--- src/rtl/bdec_pkg.sv ---
package bdec_pkg;
  localparam int BUS_AW = 24;
  localparam int NSEL   = 8;

  typedef enum logic [2:0] {
    RG_ROM0 = 3'd0, RG_ROM1 = 3'd1, RG_REGW = 3'd2, RG_IO   = 3'd3,
    RG_SND  = 3'd4, RG_CRAM = 3'd5, RG_VDP  = 3'd6, RG_WRAM = 3'd7
  } region_e;

  typedef struct packed {
    logic    hang;
    logic    win;
    region_e rg;
  } dec_t;

  // video processor answers only on a sparse pattern inside its range
  function automatic logic vdp_match(input logic [BUS_AW-1:0] ba);
    return (ba[18:16] == 3'b000) && (ba[7:5] == 3'b000);
  endfunction

  function automatic dec_t decode_addr(input logic [BUS_AW-1:0] ba);
    dec_t d;
    d.hang = 1'b0;
    d.win  = 1'b0;
    d.rg   = RG_ROM0;
    case (ba[23:20])
      4'h0: d.rg = RG_ROM0;
      4'h1: d.rg = RG_ROM1;
      4'h8, 4'h9: begin
        d.win = 1'b1;
        case (ba[19:18])
          2'd0: d.rg = RG_REGW;
          2'd1: d.rg = RG_IO;
          2'd2: d.rg = RG_SND;
          default: d.rg = RG_CRAM;
        endcase
      end
      4'hC, 4'hD: begin
        d.rg   = RG_VDP;
        d.hang = !vdp_match(ba);
      end
      4'hE, 4'hF: d.rg = RG_WRAM;
      default: d.hang = 1'b1;
    endcase
    return d;
  endfunction

  // offset mask reflecting each device's mirror period
  function automatic logic [BUS_AW-1:0] loc_mask(input region_e rg);
    case (rg)
      RG_ROM0, RG_ROM1:       return 24'h0F_FFFF;
      RG_REGW, RG_IO, RG_SND: return 24'h03_FFFF;
      RG_CRAM:                return 24'h00_03FF;
      RG_VDP:                 return 24'h00_001F;
      default:                return 24'h00_FFFF;
    endcase
  endfunction
endpackage

--- src/rtl/bdec_region.sv ---
module bdec_region
  import bdec_pkg::*;
#(
  parameter int LOC_W = 20,
  parameter int IDX_W = 5
) (
  input  logic [BUS_AW-1:1] addr_i,
  input  logic              uds_n_i,
  input  logic              lds_n_i,
  output dec_t              dec_o,
  output logic [NSEL-1:0]   sel_o,
  output logic [LOC_W-1:0]  loc_o,
  output logic [IDX_W-1:0]  idx_o
);
  logic [BUS_AW-1:0] ba;
  logic              a0;
  logic [BUS_AW-1:0] off;

  assign ba    = {addr_i, 1'b0};
  assign a0    = uds_n_i & ~lds_n_i;
  assign dec_o = decode_addr(ba);
  assign off   = ba & loc_mask(dec_o.rg);
  assign loc_o = dec_o.hang ? '0 : off[LOC_W-1:0];

  for (genvar g = 0; g < NSEL; g++) begin : g_sel
    assign sel_o[g] = !dec_o.hang && (dec_o.rg == region_e'(g));
  end

  assign idx_o = sel_o[RG_VDP] ? IDX_W'({ba[IDX_W-1:1], a0}) : '0;
endmodule

--- src/rtl/bdec_lane.sv ---
module bdec_lane
  import bdec_pkg::*;
#(
  parameter int DATA_W = 16
) (
  input  dec_t              dec_i,
  input  logic              rw_i,
  input  logic              uds_n_i,
  input  logic              lds_n_i,
  input  logic [1:0]        rom_absent_i,
  input  logic [DATA_W-1:0] prefetch_i,
  output logic              we_hi_o,
  output logic              we_lo_o,
  output logic              ovr_hi_o,
  output logic              ovr_lo_o,
  output logic [DATA_W-1:0] ovr_data_o,
  output logic              snd_req_o
);
  localparam int BYTE_W = DATA_W / 2;

  logic wr, rd, rom_gone;

  assign wr = !rw_i && !dec_i.hang;
  assign rd =  rw_i && !dec_i.hang;
  assign rom_gone = (dec_i.rg == RG_ROM0 && rom_absent_i[0]) ||
                    (dec_i.rg == RG_ROM1 && rom_absent_i[1]);

  assign we_hi_o   = wr && !uds_n_i && !dec_i.win;
  assign we_lo_o   = wr && !lds_n_i;
  assign snd_req_o = wr && !lds_n_i && dec_i.rg == RG_SND;

  always_comb begin
    ovr_hi_o   = 1'b0;
    ovr_lo_o   = 1'b0;
    ovr_data_o = '0;
    if (rd && rom_gone) begin
      ovr_hi_o   = 1'b1;
      ovr_lo_o   = 1'b1;
      ovr_data_o = prefetch_i;
    end else if (rd && dec_i.win) begin
      ovr_hi_o = 1'b1;
      ovr_data_o[DATA_W-1:BYTE_W] = prefetch_i[DATA_W-1:BYTE_W];
      if (dec_i.rg == RG_SND) begin
        ovr_lo_o = 1'b1;
        ovr_data_o[BYTE_W-1:0] = '1;
      end
    end
  end
endmodule

--- src/rtl/bdec_outreg.sv ---
module bdec_outreg
  import bdec_pkg::*;
#(
  parameter int DATA_W = 16,
  parameter int LOC_W  = 20,
  parameter int IDX_W  = 5
) (
  input  logic              clk,
  input  logic              rst_n,
  input  logic              as_act_i,
  input  logic [NSEL-1:0]   sel_i,
  input  logic              hang_i,
  input  logic [LOC_W-1:0]  loc_i,
  input  logic [IDX_W-1:0]  idx_i,
  input  logic              we_hi_i,
  input  logic              we_lo_i,
  input  logic              ovr_hi_i,
  input  logic              ovr_lo_i,
  input  logic [DATA_W-1:0] ovr_data_i,
  input  logic              snd_req_i,
  input  logic [DATA_W/2-1:0] snd_byte_i,
  output logic [NSEL-1:0]   sel_o,
  output logic              hang_o,
  output logic [LOC_W-1:0]  loc_o,
  output logic [IDX_W-1:0]  idx_o,
  output logic              we_hi_o,
  output logic              we_lo_o,
  output logic              ovr_hi_o,
  output logic              ovr_lo_o,
  output logic [DATA_W-1:0] ovr_data_o,
  output logic              snd_wr_o,
  output logic [DATA_W/2-1:0] snd_data_o,
  output logic              cyc_start_o
);
  logic as_q;

  assign cyc_start_o = as_act_i && !as_q;

  always_ff @(posedge clk or negedge rst_n) begin
    if (!rst_n) begin
      as_q       <= 1'b0;
      sel_o      <= '0;
      hang_o     <= 1'b0;
      loc_o      <= '0;
      idx_o      <= '0;
      we_hi_o    <= 1'b0;
      we_lo_o    <= 1'b0;
      ovr_hi_o   <= 1'b0;
      ovr_lo_o   <= 1'b0;
      ovr_data_o <= '0;
      snd_wr_o   <= 1'b0;
      snd_data_o <= '0;
    end else begin
      as_q       <= as_act_i;
      sel_o      <= as_act_i ? sel_i : '0;
      hang_o     <= as_act_i && hang_i;
      loc_o      <= as_act_i ? loc_i : '0;
      idx_o      <= as_act_i ? idx_i : '0;
      we_hi_o    <= as_act_i && we_hi_i;
      we_lo_o    <= as_act_i && we_lo_i;
      ovr_hi_o   <= as_act_i && ovr_hi_i;
      ovr_lo_o   <= as_act_i && ovr_lo_i;
      ovr_data_o <= as_act_i ? ovr_data_i : '0;
      snd_wr_o   <= cyc_start_o && snd_req_i;
      snd_data_o <= (cyc_start_o && snd_req_i) ? snd_byte_i : '0;
    end
  end
endmodule

--- src/rtl/bus_decode_top.sv ---
module bus_decode_top
  import bdec_pkg::*;
#(
  parameter int DATA_W = 16,
  parameter int LOC_W  = 20,
  parameter int IDX_W  = 5
) (
  input  logic                clk,
  input  logic                rst_n,
  input  logic [BUS_AW-1:1]   addr_i,
  input  logic                as_n_i,
  input  logic                uds_n_i,
  input  logic                lds_n_i,
  input  logic                rw_i,
  input  logic [1:0]          rom_absent_i,
  input  logic [DATA_W-1:0]   prefetch_i,
  input  logic [DATA_W-1:0]   wdata_i,
  output logic [NSEL-1:0]     sel_o,
  output logic                hang_o,
  output logic                dtack_o,
  output logic [LOC_W-1:0]    loc_o,
  output logic [IDX_W-1:0]    reg_idx_o,
  output logic                we_hi_o,
  output logic                we_lo_o,
  output logic                ovr_hi_o,
  output logic                ovr_lo_o,
  output logic [DATA_W-1:0]   ovr_data_o,
  output logic                snd_wr_o,
  output logic [DATA_W/2-1:0] snd_data_o
);
  dec_t              dec_c;
  logic [NSEL-1:0]   sel_c;
  logic [LOC_W-1:0]  loc_c;
  logic [IDX_W-1:0]  idx_c;
  logic              we_hi_c, we_lo_c, ovr_hi_c, ovr_lo_c, snd_req_c;
  logic [DATA_W-1:0] ovr_data_c;
  logic              cyc_start;

  bdec_region #(.LOC_W(LOC_W), .IDX_W(IDX_W)) u_region (
    .addr_i(addr_i), .uds_n_i(uds_n_i), .lds_n_i(lds_n_i),
    .dec_o(dec_c), .sel_o(sel_c), .loc_o(loc_c), .idx_o(idx_c)
  );

  bdec_lane #(.DATA_W(DATA_W)) u_lane (
    .dec_i(dec_c), .rw_i(rw_i), .uds_n_i(uds_n_i), .lds_n_i(lds_n_i),
    .rom_absent_i(rom_absent_i), .prefetch_i(prefetch_i),
    .we_hi_o(we_hi_c), .we_lo_o(we_lo_c), .ovr_hi_o(ovr_hi_c),
    .ovr_lo_o(ovr_lo_c), .ovr_data_o(ovr_data_c), .snd_req_o(snd_req_c)
  );

  bdec_outreg #(.DATA_W(DATA_W), .LOC_W(LOC_W), .IDX_W(IDX_W)) u_outreg (
    .clk(clk), .rst_n(rst_n), .as_act_i(!as_n_i),
    .sel_i(sel_c), .hang_i(dec_c.hang), .loc_i(loc_c), .idx_i(idx_c),
    .we_hi_i(we_hi_c), .we_lo_i(we_lo_c), .ovr_hi_i(ovr_hi_c),
    .ovr_lo_i(ovr_lo_c), .ovr_data_i(ovr_data_c), .snd_req_i(snd_req_c),
    .snd_byte_i(wdata_i[DATA_W/2-1:0]),
    .sel_o(sel_o), .hang_o(hang_o), .loc_o(loc_o), .idx_o(reg_idx_o),
    .we_hi_o(we_hi_o), .we_lo_o(we_lo_o), .ovr_hi_o(ovr_hi_o),
    .ovr_lo_o(ovr_lo_o), .ovr_data_o(ovr_data_o), .snd_wr_o(snd_wr_o),
    .snd_data_o(snd_data_o), .cyc_start_o(cyc_start)
  );

  assign dtack_o = |sel_o;
endmodule

--- config.mk ---
export PLATFORM = sky130hd
export DESIGN_NAME = bus_decode_top
export DESIGN_NICKNAME = d
export VERILOG_FILES = /design/src/rtl/bdec_pkg.sv /design/src/rtl/bdec_region.sv /design/src/rtl/bdec_lane.sv /design/src/rtl/bdec_outreg.sv /design/src/rtl/bus_decode_top.sv
export SDC_FILE = /design/constraint.sdc
export NUM_CORES = 1
export LEC_CHECK = 0
export BUFFER_PORTS_ARGS = -buffer_cell sky130_fd_sc_hd__buf_2
export CAP_MARGIN = 40
export CORE_MARGIN = 10
export CORE_UTILIZATION = 50
export CTS_CLUSTER_DIAMETER = 80
export DETAILED_ROUTE_END_ITERATION = 7
export GPL_TIMING_DRIVEN = 0
export HOLD_SLACK_MARGIN = 0.15
export PLACE_DENSITY = 0.86
export SYNTH_ARGS = -nofsm -noshare
export SYNTH_HDL_FRONTEND = slang
export SYNTH_HIERARCHICAL = 1
export SYNTH_SLANG_ARGS = --single-unit
export TNS_END_PERCENT = 50
--- constraint.sdc ---
create_clock -name clk -period 2.3 [get_ports clk]
set_clock_uncertainty 0.15 [all_clocks]
set_input_delay 0.23 -clock clk [delete_from_list [all_inputs] [get_ports clk]]
set_output_delay 0.23 -clock clk [all_outputs]
set_load 0.005 [all_outputs]
# Yosys cells after proc, flatten, opt, wreduce, memory -nomap -nowiden
# Cells that the tools add are included.
[op_classes] reduce_logical=47 muxes=20 n_eq_ne=16 bitwise=3
[ops] op="$pmux 20 s4" count=1
[ops] op="$mux 16" count=3
[ops] op="$mux 20" count=2
[ops] op="$logic_and 1x1->1" count=26
[ops] op="$eq 4x4->1 const B" count=6
[ops] op="$mux 8" count=3
[ops] op="$and 20x20->20" count=1
[ops] op="$eq 3x3->1 const B" count=4
[ops] op="$pmux 3 s4" count=1
[ops] op="$mux 5" count=2
[ops] op="$logic_not 3->1" count=3
[ops] op="$pmux 3 s3" count=1
[ops] op="$logic_not 1->1" count=8
[ops] op="$reduce_or 2->1" count=4
[ops] op="$reduce_or 8->1" count=1
[ops] op="$eq 3x2->1 const B" count=2
[ops] op="$mux 1" count=6
[ops] op="$reduce_or 6->1" count=1
[ops] op="$eq 4x1->1 const B" count=1
[ops] op="$logic_not 4->1" count=1
[ops] op="$eq 3x1->1 const B" count=1
[ops] op="$reduce_or 3->1" count=1
[ops] op="$eq 2x1->1 const B" count=1
[ops] op="$eq 2x2->1 const B" count=1
[ops] op="other kinds (5)" count=5
[totals] in_bits=63 word_cells=98 output_inout_bits=64 regBits=64

# Logic depth before layout (Yosys ltp)
# Gate-level depths: netlist of run 1.
[logic_depth] ltp_word=10 depth_mapped=8

# Modules after synthesis
# The synthesis of run 1 kept the hierarchy.
[by_module_without_submodules] mod="bdec_outreg" n_inst=1 seq_area_each_um2=1601.5 area_each_um2=2075.7 cells_each=134
[by_module_without_submodules] mod="bdec_region" n_inst=1 seq_area_each_um2=0.0 area_each_um2=351.6 cells_each=56
[by_module_without_submodules] mod="bdec_lane" n_inst=1 seq_area_each_um2=0.0 area_each_um2=255.2 cells_each=27
[by_module_without_submodules] mod="bus_decode_top" n_inst=1 seq_area_each_um2=0.0 area_each_um2=20.0 cells_each=4

# Least setup slack after synthesis of run 1
# Ideal clock, no wire load.
[synth_timing] kind="input-to-reg" start="input addr_i[23] (netlist bit)" end="register u_outreg.snd_data_o[0]" required_ns=2.083 arrival_time_ns=1.877 setup_slack_ns=0.205 n_path_buf=1 setup_time_ns=0.067 path_stages=5 cell_sequence="buf_2 > a21boi_0 > or3b_4 > and2b_2 > and4b_2"
[synth_lines] element="start, declared" line="bus_decode_top.sv:10" source="input logic [BUS_AW-1:1] addr_i,"
[synth_lines] element="end signal, assigned" line="bdec_outreg.sv:65" source="snd_data_o <= (cyc_start_o && snd_req_i) ? snd_byte_i : '0;"
[synth_lines] element="end, declared" line="bdec_outreg.sv:32" source="output logic [DATA_W/2-1:0] snd_data_o,"

==> flow_summary.ini, run 1 <==
[run_status]
outcome = completed

[worst_setup_path]
cp-start-kind = primary input
crit_type = in -> reg
r2r_slack_ps = 1340
path_max_fanout = 9
worstRegToRegCells = 1
endpoint_kind = register
arrival_ps = 2190
worstPathRequired_ps = 2370

[final_layout]
nets = 460
multi_input_area_sq_mm = 0.00102
final_area_sq_mm = 0.00408
regArea_sq_mm = 0.00160
layout-drive-gt1-share = 0.401
num-fill-cells = 321
area_delta_synth_final_pct = 51.3
final_cells = 473

[power_and_ir_drop]
total_power_mw = 2.40
ir_worst_vdd_mv = 0.532
power.density_mw_per_mm2 = 588
p_leak_nw = 2.34

[detailed_routing]
met2WireLength_mm = 3.95
top_layer = met5
initialDrtViolationCount = 58
via_count = 2219
wl_met1_mm = 2.57
dr.pass1.iters = 4
met3_length_microns = 830
ant_nets = 0
drt-total-wl_mm = 7.48
route.detailed.drc = 0
wire_per_inst_microns = 15.8
drt-vias-per-instance = 4.69

[sta]
slew-limit-headroom = 0.540
finalCritPeriodShare = 0.923
clock.fmax_mhz = 471
layout_min_cycle_time_ps = 2120
setup_violations = 0
tightest_slew_ps = 685
hold_violations = 0
rsz0062_at_grt = false
maxSlewViolCount = 0
fin_tns_setup_ps = 0

[floorplan]
io_pins = 127
core_area_sq_mm = 0.00517
dieWidth_microns = 93.4
dieArea_sq_mm = 0.00873
rows = 26
die_h_microns = 93.4
initial_core_util = 0.521

[placed_design]
post-place-cells = 408
portBuffers = 117
gp_congestion = 0.818
placed_cell_area_sq_mm = 0.00339
place_hpwl_mm = 5.06

[grt]
grt_pass1_vias = 2488
grt-ovfl-total = 0
track_usage = 0.177
grt_pass1_wl_mm = 12.2
grt_max_degree = 35
antenna_found_initial = 1

[cts]
ctsHoldBuffers = 48
clock_latency_ps = 330
numClockSinks = 64
post_cts_resized = 0
clockBufferDepth = 2
root_buffer = clkbuf_8
cts-buffers-inserted = 9
clkTransAtPathRegs_ps = 60
postCtsSetupBuffers = 0
cts_tree = yes
cts_max_level = 3

[worst_hold_path]
whs_path_depth = 3
hp-class = in -> reg

[synthesis]
syn_avg_cell_area_sq_um = 12.3
synth_warnings = 6
syn_area_sq_mm = 0.00270
synthCells = 220
syn-num-nets = 283

[run]
drv_cap = 0
worst paths after layout:
check,from,end
max reg2reg,u_outreg/as_q$_DFF_PN0_,u_outreg/snd_data_o[2]$_DFF_PN0_
max in group asynchronous,rst_n,u_outreg/ovr_data_o[5]$_DFF_PN0_
min in group asynchronous,rst_n,u_outreg/loc_o[0]$_DFF_PN0_
min reg2reg,u_outreg/as_q$_DFF_PN0_,u_outreg/snd_wr_o$_DFF_PN0_
min,addr_i[18],u_outreg/sel_o[4]$_DFF_PN0_
max,addr_i[20],u_outreg/ovr_lo_o$_DFF_PN0_
through the flow:
| step | setup slack (ps) | hold slack [ps] | util |
|---|---|---|---|
| floorplan | 205 | -216 | - |
| global placement | -67.5 | 359 | 0.651 |
| detailed placement | -99.0 | 154 | 0.655 |
| CTS | 171 | 151 | 0.788 |
| global route | 10.4 | 178 | 0.788 |
| finish | 176 | 172 | 0.789 |
area by class of cell:
cell class	count	area share
Timing Repair Buffer	166	0.266
Clock inverter	3	0.00981
Inverter	4	0.00368
Multi-Input combinational cell	142	0.250
Clock buffer	12	0.0405
Buffer	10	0.0144
Tap cell	70	0.0215
Antenna cell	2	0.00123
Sequential cell	64	0.393
sequential cells by signal (all words and copies together), names as in the netlist:
signal and cells:
u_outreg/loc_o 20, u_outreg/ovr_data_o 16, u_outreg/sel_o 8, u_outreg/snd_data_o 8, u_outreg/idx_o 5, u_outreg/as_q 1
u_outreg/hang_o 1, u_outreg/ovr_hi_o 1, u_outreg/ovr_lo_o 1, u_outreg/snd_wr_o 1, u_outreg/we_hi_o 1, u_outreg/we_lo_o 1
report_power, final:
part,switching [mW],leakage [nW],internal (mW)
Sequential,0.00633,0.882,1.15
Combinational,0.127,1.35,0.151
Clock,0.389,0.108,0.579
routing by layer:
layer / track usage / up-vias
met5: 0 / -
met4: 0.0797 / 2
met3: 0.0799 / 13
met2: 0.308 / 80
met1: 0.178 / 1052
li1: - / 1072
layout by cell type, fill, tap and decap left out, types with 2 or more instances in the layout:
master           n
and2_1          70
clkbuf_2         5
dfrtp_1         64
dlygate4sd3_1   48
nor3b_1          2
nand2_1          3
and4b_1          4
buf_2          120
a21o_2           6
nor2_1           4
a21o_1           3
nor3_1           5
and4b_2          4
and3b_1          2
diode_2          2
nor2b_1         15
inv_1            4
and3_1           2
clkinv_2         2
nor4_1           5
clkbuf_8        12
worst max-delay path, stage by stage:
cell and delay (ps):
dlygate4sd3_1 530, buf_2 120, inv_1 30, o21ai_0 140
a21o_1 170, mux2i_1 440, nor4_4 130, or2_1 260
and2_1 150
(Power assumes the default switching activity.)
==> run 2: changes to the inputs <==
- CORE_ASPECT_RATIO: default -> 1.1
==> run 2 against run 1 <==
Against the previous run:
- sequential power hardly changed
- largest power group unchanged
- critical path type unchanged
- wire length grew 9.6%
- sequential cell count did not move
- combinational power increased by 4%
- worst hold slack gained 13 ps
==> flow_summary.ini, run 2 (synthesized netlist as in run 1, its figures left out) <==
[run_status]
outcome = completed

[detailed_routing]
initialDrtViolationCount = 110
route.detailed.drc = 0
via_count = 2319
dr.pass1.iters = 4
drt-vias-per-instance = 4.87
wire_per_inst_microns = 17.2
ant_nets = 0
drt-total-wl_mm = 8.20

[worst_hold_path]
hp-class = in -> reg

[sta]
hold_violations = 0
holdWs_ps = 185
maxSlewViolCount = 0
layout_min_cycle_time_ps = 2170
tightest_slew_ps = 692
setup_violations = 0
clock.fmax_mhz = 461
slew-limit-headroom = 0.534
rsz0062_at_grt = false
finalCritPeriodShare = 0.944

[worst_setup_path]
crit_type = in -> reg
arrival_ps = 2240
worstPathRequired_ps = 2370
worstRegToRegCells = 1
endpoint_kind = register
cp-start-kind = primary input
crit_path_end = u_outreg/ovr_data_o[4]$_DFF_PN0_
path_max_fanout = 9
r2r_slack_ps = 1310
crit_start = addr_i[20]
rr_startpoint = u_outreg/as_q$_DFF_PN0_
r2r_end = u_outreg/snd_data_o[2]$_DFF_PN0_

[grt]
grt_pass1_vias = 2523
grt_pass1_wl_mm = 13.2
antenna_found_initial = 1
grt_max_degree = 35
grt-ovfl-total = 0
track_usage = 0.188

[run]
drv_cap = 0

[cts]
post_cts_resized = 0
clockBufferDepth = 2
clkTransAtPathRegs_ps = 60
cts_tree = yes
cts-buffers-inserted = 9
cts_max_level = 3
clock_latency_ps = 330
root_buffer = clkbuf_8
numClockSinks = 64

[placed_design]
portBuffers = 117
place_hpwl_mm = 5.14
post-place-cells = 410
gp_congestion = 0.830

[power_and_ir_drop]
total_power_mw = 2.36
ir_worst_vdd_mv = 0.371
p_sw_uw = 543
p_int_mw = 1.82
pwr-share-clk = 0.390
power.density_mw_per_mm2 = 578
switching_share = 0.230
power_frac_comb = 0.122
p_leak_nw = 2.35
seq_power_share = 0.488

[floorplan]
rows = 27
initial_core_util = 0.529
io_pins = 127
dieWidth_microns = 90.0
dieArea_sq_mm = 0.00873
core_area_sq_mm = 0.00510
die_h_microns = 97.0

[final_layout]
largest_reg_flops = 20
reg.largest.list = u_outreg/loc_o (20), u_outreg/ovr_data_o (16)
top_register = u_outreg/loc_o
nets = 463
layout-drive-gt1-share = 0.396
final_common_cell = buf_2
layout_common_cells = 120 x buf_2, 70 x and2_1, 64 x dfrtp_1
area_delta_synth_final_pct = 51.6
antenna_cells = 0
final_cells = 476
num-fill-cells = 311
## run 2: layout make-up
class | instances | area [sq um] | share of cell area
sequential | 64 | 1600 | 0.392
timing repair buffer | 169 | 1120 | 0.273
multi-input combinational | 142 | 1020 | 0.250
clock buffer | 11 | 141 | 0.0346
tap | 72 | 90.1 | 0.0220
buffer | 10 | 58.8 | 0.0144
clock inverter | 4 | 45.0 | 0.0110
inverter | 4 | 15.0 | 0.00367
## run 2: power groups by stage
stage	clock network, mW	logic, mW	registers [mW]
2_1_floorplan	0	0.0909	1.18
3_3_place_gp	0	0.205	1.17
5_1_grt	0.993	0.315	1.15
6_report	0.921	0.288	1.15
4_1_cts	0.932	0.281	1.15
3_5_place_dp	0	0.215	1.17
## run 2: worst min-delay path by stage
stage / start / end / cells past startpoint
2_1_floorplan: rst_n / u_outreg/as_q$_DFF_PN0_ / 0
3_3_place_gp: wdata_i[5] / u_outreg/snd_data_o[5]$_DFF_PN0_ / 2
3_5_place_dp: rst_n / u_outreg/loc_o[8]$_DFF_PN0_ / 1
4_1_cts: addr_i[18] / u_outreg/sel_o[4]$_DFF_PN0_ / 3
5_1_grt: addr_i[22] / u_outreg/sel_o[5]$_DFF_PN0_ / 3
6_report: addr_i[18] / u_outreg/sel_o[4]$_DFF_PN0_ / 3
## run 2: per-layer routing
| metal | GRT usage | vias up | share of wire |
|---|---|---|---|
| met1 | 0.185 | 1126 | 0.36 |
| met4 | 0.0657 | 0 | 0.020 |
| met2 | 0.342 | 100 | 0.54 |
| li1 | - | 1078 | - |
| met5 | 0 | - | 0 |
| met3 | 0.0802 | 15 | 0.083 |
## run 2: critical path, stage by stage
cell and delay, ps:
dlygate4sd3_1 530, buf_2 120, inv_1 40, o21ai_0 140
a21o_1 170, mux2i_1 450, nor4_4 130, a21o_2 260
and2_1 160
## run 2: stage by stage
stage	util	setup WS [ps]	instance area [sq um]	setup TNS, ps
after floorplan	-	205	2700	0
after global placement	0.661	-68.7	3370	-679
after detailed placement	0.665	-92.1	3390	-1070
after CTS	0.802	139	4090	0
after global routing	0.802	4.17	4090	0
final	0.802	129	4090	0
## run 2: repair_timing
item | in CTS | in global routing
hold endpoints to repair | 83 | 0
setup buffers | 0 | 0
hold buffers | 51 | 0
==> run 3: changes to the inputs <==
- CORE_UTILIZATION: 50 -> 37
- PLACE_DENSITY: 0.86 -> 0.67
==> run 3 against run 2 <==
Against the previous run:
- sequential cell count stayed put
- setup slack better by 59 ps
- maximum frequency grew 2.8%
- sequential share of layout area down 0.19 points
- non-clock buffer count fell by 1
==> flow_summary.ini, run 3 (synthesized netlist as in run 1, its figures left out) <==
[detailed_routing]
dr.pass1.iters = 4
initialDrtViolationCount = 55
route.detailed.drc = 0
met3_length_microns = 827
met2WireLength_mm = 3.68
top_layer = met4
ant_nets = 0
via_count = 2180
drt-vias-per-instance = 4.46
wire_per_inst_microns = 15.1
drt-total-wl_mm = 7.40
wl_met1_mm = 2.84

[placed_design]
gp_congestion = 0.725
portBuffers = 117
place_hpwl_mm = 5.28
pre_cts_ws_ps = -114

[worst_hold_path]
min_to = u_outreg/sel_o[2]$_DFF_PN0_
whs_path_depth = 3
min-delay-start = addr_i[18]
hp-class = in -> reg

[grt]
grt_max_degree = 34
grt_pass1_vias = 2445
track_usage = 0.138
grt_pass1_wl_mm = 12.2
antenna_found_initial = 0
grt-ovfl-total = 0

[sta]
finalCritPeriodShare = 0.918
clock.fmax_mhz = 474
layout_min_cycle_time_ps = 2110
rsz0062_at_grt = false
worst_slack_ps = 188
setup_violations = 0
maxSlewViolCount = 0
holdWs_ps = 165
hold_violations = 0
tightest_slew_ps = 756
slew-limit-headroom = 0.496

[final_layout]
layout-drive-gt1-share = 0.403
reg.largest.list = u_outreg/loc_o (20), u_outreg/ovr_data_o (16)
final_common_cell = buf_2
top_register = u_outreg/loc_o
antenna_cells = 0
largest_reg_flops = 20
num-fill-cells = 601
area_delta_synth_final_pct = 52.4
fin_util = 0.583
nets = 462
layout_common_cells = 120 x buf_2, 70 x and2_1, 64 x dfrtp_1

[worst_setup_path]
max_stage_delay_ps = 550
path_buf_inv = 3
r2r_slack_ps = 1340
slowest_stage = dlygate4sd3_1
cp-start-kind = primary input
endpoint_kind = register
r2r_end = u_outreg/snd_data_o[0]$_DFF_PN0_
cpLargestDelayFamily = simple AND/OR/NAND/NOR gates
rr_startpoint = u_outreg/as_q$_DFF_PN0_
arrival_ps = 2240
crit_chain = dlygate4sd3_1 -> buf_2 -> inv_1 -> o21ai_0 -> a21o_1 -> or3b_4 -> and2b_2 -> and4b_2
worstPathRequired_ps = 2420
crit_type = in -> reg
worstRegToRegCells = 1
path_max_fanout = 9

[cts]
numClockSinks = 64
cts_max_level = 3
cts_tree = yes
clockBufferDepth = 2
clock_latency_ps = 330
root_buffer = clkbuf_8
clkTransAtPathRegs_ps = 70
cts-buffers-inserted = 9
postCtsSetupBuffers = 0

[floorplan]
io_pins = 127
dieArea_sq_mm = 0.0111
rows = 32
core_area_sq_mm = 0.00705
initial_core_util = 0.383
die_h_microns = 110
dieWidth_microns = 101

[power_and_ir_drop]
power.density_mw_per_mm2 = 578
ir_worst_vdd_mv = 0.442
p_leak_nw = 2.35

[run]
drv_cap = 0

[run_status]
outcome = completed
## run 3: cell types whose count changed in the layout (fill, tap and decap cells not counted)
cell | previous run | this run
mux2i_2 | 0 | 1
clkbuf_1 | 1 | 0
mux2i_1 | 1 | 0
clkinv_4 | 0 | 1
dlygate4sd3_1 | 51 | 50
clkinv_2 | 3 | 4
## run 3: where the power goes
part	internal, mW	switching (mW)
clock	0.524	0.419
sequential	1.15	0.00601
combinational	0.153	0.128
## run 3: metrics by stage
| stage | area (sq um) | TNS [ps] | power, mW | instances |
|---|---|---|---|---|
| after global routing | 4110 | 0 | 2.49 | 489 |
| final | 4110 | 0 | 2.38 | 489 |
| after global placement | 3390 | -1340 | 1.38 | 422 |
| after detailed placement | 3410 | -1520 | 1.39 | 423 |
| after CTS | 4110 | 0 | 2.40 | 489 |
| after floorplan | 2700 | 0 | 1.27 | 220 |
## run 3: metal layers
| layer | global-route usage | vias up |
|---|---|---|
| met5 | 0 | - |
| met4 | 0.0428 | 0 |
| met3 | 0.0691 | 4 |
| met2 | 0.233 | 79 |
| met1 | 0.149 | 1022 |
| li1 | - | 1075 |
## run 3: final cells by class
type	instances	area [sq um]	share of cell area
plain buffers	10	58.8	0.0143
repair buffers	168	1110	0.269
multi-input cells	142	1020	0.249
well taps	85	106	0.0259
clock inverters	6	58.8	0.0143
inverters	4	15.0	0.00365
clock buffers	10	138	0.0335
flip-flops and latches	64	1600	0.390
## run 3: how the worst max path moves through the flow
stage	slack (ps)	cells past startpoint	startpoint	endpoint
4_1_cts	140	9	addr_i[20]	u_outreg/ovr_lo_o$_DFF_PN0_
2_1_floorplan	210	5	addr_i[23]	u_outreg/snd_data_o[0]$_DFF_PN0_
5_1_grt	90	9	addr_i[20]	u_outreg/ovr_data_o[12]$_DFF_PN0_
3_3_place_gp	-90	8	addr_i[23]	u_outreg/ovr_data_o[14]$_DFF_PN0_
6_report	190	8	addr_i[20]	u_outreg/snd_data_o[0]$_DFF_PN0_
3_5_place_dp	-110	8	addr_i[23]	u_outreg/ovr_data_o[15]$_DFF_PN0_
## run 3: timing repair
item,4_1_cts,5_1_grt
hold buffers,50,0
endpoints found under the setup margin,0,1
hold endpoints to repair,85,0
gates resized for setup,0,1
